### src/rtl/sftx_pkg.sv
package sftx_pkg;
  typedef enum logic {
    FRAME_SHORT = 1'b0,
    FRAME_LONG  = 1'b1
  } frame_len_e;
endpackage

### src/rtl/sftx_tick_div.sv
module sftx_tick_div #(
  parameter int DIV = 16
) (
  input  logic clk,
  input  logic rst,
  input  logic tick,
  output logic roll
);
  localparam int CNT_W = (DIV > 1) ? $clog2(DIV) : 1;
  localparam logic [CNT_W-1:0] LAST = CNT_W'(DIV - 1);

  logic [CNT_W-1:0] cnt_q;

  always_ff @(posedge clk) begin
    if (rst) begin
      cnt_q <= '0;
    end else if (tick) begin
      cnt_q <= (cnt_q == LAST) ? '0 : cnt_q + 1'b1;
    end
  end

  assign roll = tick && (cnt_q == LAST);
endmodule

### src/rtl/sftx_seq.sv
module sftx_seq
  import sftx_pkg::*;
#(
  parameter int DATA_W = 8
) (
  input  logic              clk,
  input  logic              rst,
  input  logic              roll,
  input  logic              wr_en,
  input  logic [DATA_W-1:0] wr_data,
  input  frame_len_e        len_sel,
  input  logic              bit9,
  output logic              txd,
  output logic              sending,
  output logic              stop_evt
);
  localparam int FRAME_W = DATA_W + 3;
  localparam int LEFT_W  = $clog2(FRAME_W + 1);

  logic               pending_q;
  logic               sending_q;
  logic [FRAME_W-1:0] sh_q;
  logic [LEFT_W-1:0]  left_q;
  logic [LEFT_W-1:0]  len_q;
  logic               txd_q;
  logic               accept;

  assign accept = wr_en && !pending_q && !sending_q;

  always_ff @(posedge clk) begin
    if (rst) begin
      pending_q <= 1'b0;
      sending_q <= 1'b0;
      sh_q      <= '1;
      left_q    <= '0;
      len_q     <= '0;
      txd_q     <= 1'b1;
    end else begin
      if (accept) begin
        pending_q <= 1'b1;
        sh_q      <= {1'b1, (len_sel == FRAME_LONG) ? bit9 : 1'b1, wr_data, 1'b0};
        len_q     <= (len_sel == FRAME_LONG) ? LEFT_W'(FRAME_W) : LEFT_W'(FRAME_W - 1);
      end
      if (roll) begin
        if (sending_q) begin
          if (left_q == '0) begin
            sending_q <= 1'b0;
            txd_q     <= 1'b1;
          end else begin
            txd_q  <= sh_q[0];
            sh_q   <= {1'b1, sh_q[FRAME_W-1:1]};
            left_q <= left_q - 1'b1;
          end
        end else if (pending_q) begin
          pending_q <= 1'b0;
          sending_q <= 1'b1;
          txd_q     <= sh_q[0];
          sh_q      <= {1'b1, sh_q[FRAME_W-1:1]};
          left_q    <= len_q - 1'b1;
        end
      end
    end
  end

  assign txd      = txd_q;
  assign sending  = sending_q;
  assign stop_evt = roll && sending_q && (left_q == LEFT_W'(1));
endmodule

### src/rtl/sftx_flag.sv
module sftx_flag (
  input  logic clk,
  input  logic rst,
  input  logic set,
  input  logic clr,
  output logic flag
);
  logic flag_q;

  always_ff @(posedge clk) begin
    if (rst) begin
      flag_q <= 1'b0;
    end else if (set) begin
      flag_q <= 1'b1;
    end else if (clr) begin
      flag_q <= 1'b0;
    end
  end

  assign flag = flag_q;
endmodule

### src/rtl/serial_frame_tx.sv
module serial_frame_tx
  import sftx_pkg::*;
#(
  parameter int DATA_W = 8,
  parameter int DIV    = 16
) (
  input  logic              clk,
  input  logic              rst,
  input  logic              baud_tick,
  input  logic              frame_len11,
  input  logic              bit9_in,
  input  logic              wr_en,
  input  logic [DATA_W-1:0] wr_data,
  input  logic              flag_clr,
  output logic              txd,
  output logic              tx_done_flag
);
  logic       roll;
  logic       sending;
  logic       stop_evt;
  frame_len_e len_sel;

  assign len_sel = frame_len_e'(frame_len11);

  sftx_tick_div #(.DIV(DIV)) u_div (
    .clk  (clk),
    .rst  (rst),
    .tick (baud_tick),
    .roll (roll)
  );

  sftx_seq #(.DATA_W(DATA_W)) u_seq (
    .clk      (clk),
    .rst      (rst),
    .roll     (roll),
    .wr_en    (wr_en),
    .wr_data  (wr_data),
    .len_sel  (len_sel),
    .bit9     (bit9_in),
    .txd      (txd),
    .sending  (sending),
    .stop_evt (stop_evt)
  );

  sftx_flag u_flag (
    .clk  (clk),
    .rst  (rst),
    .set  (stop_evt),
    .clr  (flag_clr),
    .flag (tx_done_flag)
  );
endmodule

### config.mk
export PLATFORM = sky130hd
export DESIGN_NAME = serial_frame_tx
export DESIGN_NICKNAME = d
export VERILOG_FILES = /design/src/rtl/sftx_pkg.sv /design/src/rtl/sftx_tick_div.sv /design/src/rtl/sftx_seq.sv /design/src/rtl/sftx_flag.sv /design/src/rtl/serial_frame_tx.sv
export SDC_FILE = /design/constraint.sdc
export NUM_CORES = 1
export LEC_CHECK = 0
export BUFFER_PORTS_ARGS = -buffer_cell sky130_fd_sc_hd__buf_2
export CORE_MARGIN = 2
export CORE_UTILIZATION = 25
export DETAILED_ROUTE_END_ITERATION = 10
export SLEW_MARGIN = 10
export SYNTH_ARGS = -nofsm -noshare
export SYNTH_HDL_FRONTEND = slang
export SYNTH_HIERARCHICAL = 1
export SYNTH_SLANG_ARGS = --single-unit
### constraint.sdc
create_clock -name clk -period 4.65 [get_ports clk]
set_clock_uncertainty 0.1 [all_clocks]
set_input_delay 0.6975 -clock clk [delete_from_list [all_inputs] [get_ports clk]]
set_output_delay 0.6975 -clock clk [all_outputs]
set_load 0.01 [all_outputs]
==> summary.txt <==
Run status
  • Status: complete, no violations

Die
  • Die area: approximately 5500 sq um
  • Io pins: 17
  • Core ar.: 4720 sq um
  • Die W: between 70 and 80 um
  • Die height: roughly 74 um
  • Initial Util: between 20% and 30%
  • FP Rows: 25

Routing
  • Wire per inst: ~11 um
  • Final ANT Viol Nets: 0
  • DRC: 0
  • Via Count: about 980
  • Via density: 4.53
  • Initial DRC count: 42
  • Pre-antenna DRT Iters: 4
  • Routed wire length: roughly 2.4 mm

CTS
  • # hold bufs at CTS: 0
  • Clk pin slew, worst setup/hold paths: ~0.090 ns
  • CTS tree: done
  • Post-CTS Resized: 0
  • CTS Buf Count: 3
  • Clock Tree Root: clkbuf_8
  • CTS max path bufs: 2
  • Clock sink total: 25
  • Clk_lat worst skew: 0.27 ns
  • Post-CTS setup buffers: 0
  • H-tree depth: 1

Worst hold path
  • Worst Hold Endpoint: u_seq/sh_q[10]
  • Hold-critical path depth: 1
  • Worst hold-check path type: reg -> reg
  • Hold_sp: u_seq/sh_q[10]

Logic synthesis
  • Synth unique cells: 36
  • Mapped Area: between 1000 and 1500 sq um
  • Main synth FF type: dfxtp_1
  • Post-synthesis sequential area ratio: roughly two fifths
  • Ranking of synthesized cells by area: dfxtp_1, mux2i_1, nor2_1, ha_1, a22oi_1
  • Synth top area share: about 41%
  • Yosys warns: 6
  • Synth Net Count: between 150 and 200
  • Number of enable-type register cells in the synthesized netlist: 0
  • Mean Syn Cell Area: 9.13 sq um
  • Yosys reg bits: 25
  • Cell taking the most area after synthesis: dfxtp_1
  • FFs w/ async S/R, synth: 0%
  • Mapped Cells: about 130

Placed design
  • DP Cell Count: 213
  • Cell Area, Placed: roughly 1400 sq um
  • Hpwl dp: ~1.6 mm
  • Global placement routability congestion: 0.780
  • IO buf count: 16

Critical path
  • Launching point of the worst reg2reg path: u_div/cnt_q[0]
  • Reg2reg end: u_seq/sh_q[9]
  • Crit Path Class: reg -> reg
  • CP required: ~4.7 ns
  • Worst-path maximum fanout: 11
  • Critical Path Start Type: flop
  • Arr. time, crit path: 2.16 ns
  • R2R depth: 5
  • Critical path endpoint category: flop
  • Flop2flop setup slack: ~2.5 ns

Cells and area
  • Number of diodes: 0
  • Final instance area: 1420 sq um
  • Layout cell share with drive strength beyond 1: between 15 and 20%
  • Nets: 171
  • Area growth syn-to-layout: 15.6%
  • Post-Layout Cell Count: 217
  • Final core utilization: between 20% and 30%

STA
  • Hold Violations, Final: 0
  • Final period util: 45.8%
  • Setup TNS: 0 ns
  • Maximum clock rate: roughly 0.47 GHz
  • Worst Tran Pin Value: between 0.7 and 0.8 ns
  • Slew margin rel.: about 52%
  • Final setup fails: 0
  • Post-route minimum period: about 2.1 ns
  • Unrepaired setup endpoints after global routing: false
  • Max-slew violations: 0

GRT
  • Largest net degree at the start of global routing: 25
  • Total grt overflow: 0
  • First-pass GRT wire length: between 4 and 5 mm
  • Tot GR Track Use: under 10%
  • Initial antenna violation count: 0
  • Vias in the first global route: 891

Power and ir drop
  • LEAKAGE: just over 0.5 nW
  • PwrDens: between 200 and 300 nW/um^2
  • Tot Pwr: about 0.4 mW
  • Maximum vdd drop: ~0.00017 V

Run
  • Number of max-cap violations: 0
==> worst max-delay path by stage <==
| stage | start | endpoint | slack (ns) | cells after the start |
|---|---|---|---|---|
| final | u_div/cnt_q[0] | u_seq/sh_q[9] | 2.52 | 5 |
| after global routing | u_div/cnt_q[0] | u_seq/sh_q[9] | 2.30 | 5 |
| after CTS | u_div/cnt_q[0] | u_seq/sh_q[9] | 2.52 | 5 |
| after detailed placement | baud_tick | u_seq/sh_q[9] | 2.30 | 5 |
| after global placement | baud_tick | u_seq/sh_q[9] | 2.31 | 5 |
| after floorplan | baud_tick | u_seq/sh_q[10] | 2.81 | 4 |
==> metal layers <==
layer | vias up | wire, um | track usage, % | share of wire, %
li1 | 516 | - | - | -
met1 | 446 | 1260 | 13.3 | 54
met2 | 20 | 970 | 14.0 | 41
met3 | 2 | 119 | 3.12 | 5.0
met4 | 0 | 6 | 1.21 | 0.25
met5 | - | 0 | 0 | 0
==> power breakdown <==
part / total, mW / switching (mW) / internal [mW]
Clock: 0.130 / 0.0692 / 0.0607
Combinational: 0.0398 / 0.0200 / 0.0198
Sequential: 0.230 / 0.00675 / 0.223
==> worst max-delay path: stages (launching register included) <==
cell and delay (ns):
dfxtp_1 0.40, ha_1 0.23, and4_2 0.31, o21ai_1 0.16
nor2_1 0.61, o311ai_1 0.19
==> sequential cells by signal, summed over array words and instances, names as in the netlist <==
name / flops
u_div/cnt_q: 4
u_flag/flag: 1
u_seq/left_q: 4
u_seq/len_q: 2
u_seq/pending_q: 1
u_seq/sending: 1
u_seq/sh_q: 11
u_seq/txd: 1
==> synthesized netlist by cell type (2+ instances only) <==
library cell	n
a31oi_1	2
nand3_1	5
clkbuf_1	2
o311ai_1	2
o21ai_0	4
a21oi_1	5
mux2i_1	11
a21oi_2	2
nand2b_1	6
dfxtp_1	25
ha_1	5
nor2_1	19
nor3_1	4
nor2b_1	2
a22oi_1	8
nand2_1	3
buf_2	2
a41oi_1	2
inv_1	8
==> cells by family after synthesis <==
family	share of synthesized area [%]
multiplexers	9.00
buffers and inverters	4.81
XOR/XNOR	0.716
flip-flops	40.9
AO/OA/AOI/OAI	17.7
AND/OR/NAND/NOR	21.8
adder cells (fa/ha/maj)	5.11
==> metrics by stage <==
| stage | worst slack, ns | hold slack (ns) |
|---|---|---|
| 2_1_floorplan | 2.81 | 0.316 |
| 3_5_place_dp | 2.30 | 0.332 |
| 4_1_cts | 2.52 | 0.359 |
| 5_1_grt | 2.30 | 0.372 |
| 3_3_place_gp | 2.31 | 0.332 |
| 6_report | 2.52 | 0.355 |
==> area by class of cell <==
| cell class | instances | area, sq um |
|---|---|---|
| well taps | 67 | 83.8 |
| clock buffers | 3 | 41.3 |
| flip-flops and latches | 25 | 500 |
| fillers | 525 | 3310 |
| multi-input cells | 96 | 664 |
| repair buffers | 17 | 87.6 |
| inverters | 8 | 30.0 |
| clock inverters | 1 | 7.51 |
==> placed cells by master (no fill, tap or decap), types with 3 or more instances in the layout <==
master | synthesis | layout
nor3_1 | 4 | 4
inv_1 | 8 | 8
nand2_1 | 3 | 3
nand3_1 | 5 | 5
nand2b_1 | 6 | 6
buf_2 | 2 | 16
dfxtp_1 | 25 | 25
nor2_1 | 19 | 19
a21oi_1 | 5 | 5
o21ai_0 | 4 | 4
mux2i_1 | 11 | 11
ha_1 | 5 | 5
a22oi_1 | 8 | 8
clkbuf_8 | 0 | 3
Power figures use the tool's default switching activity.
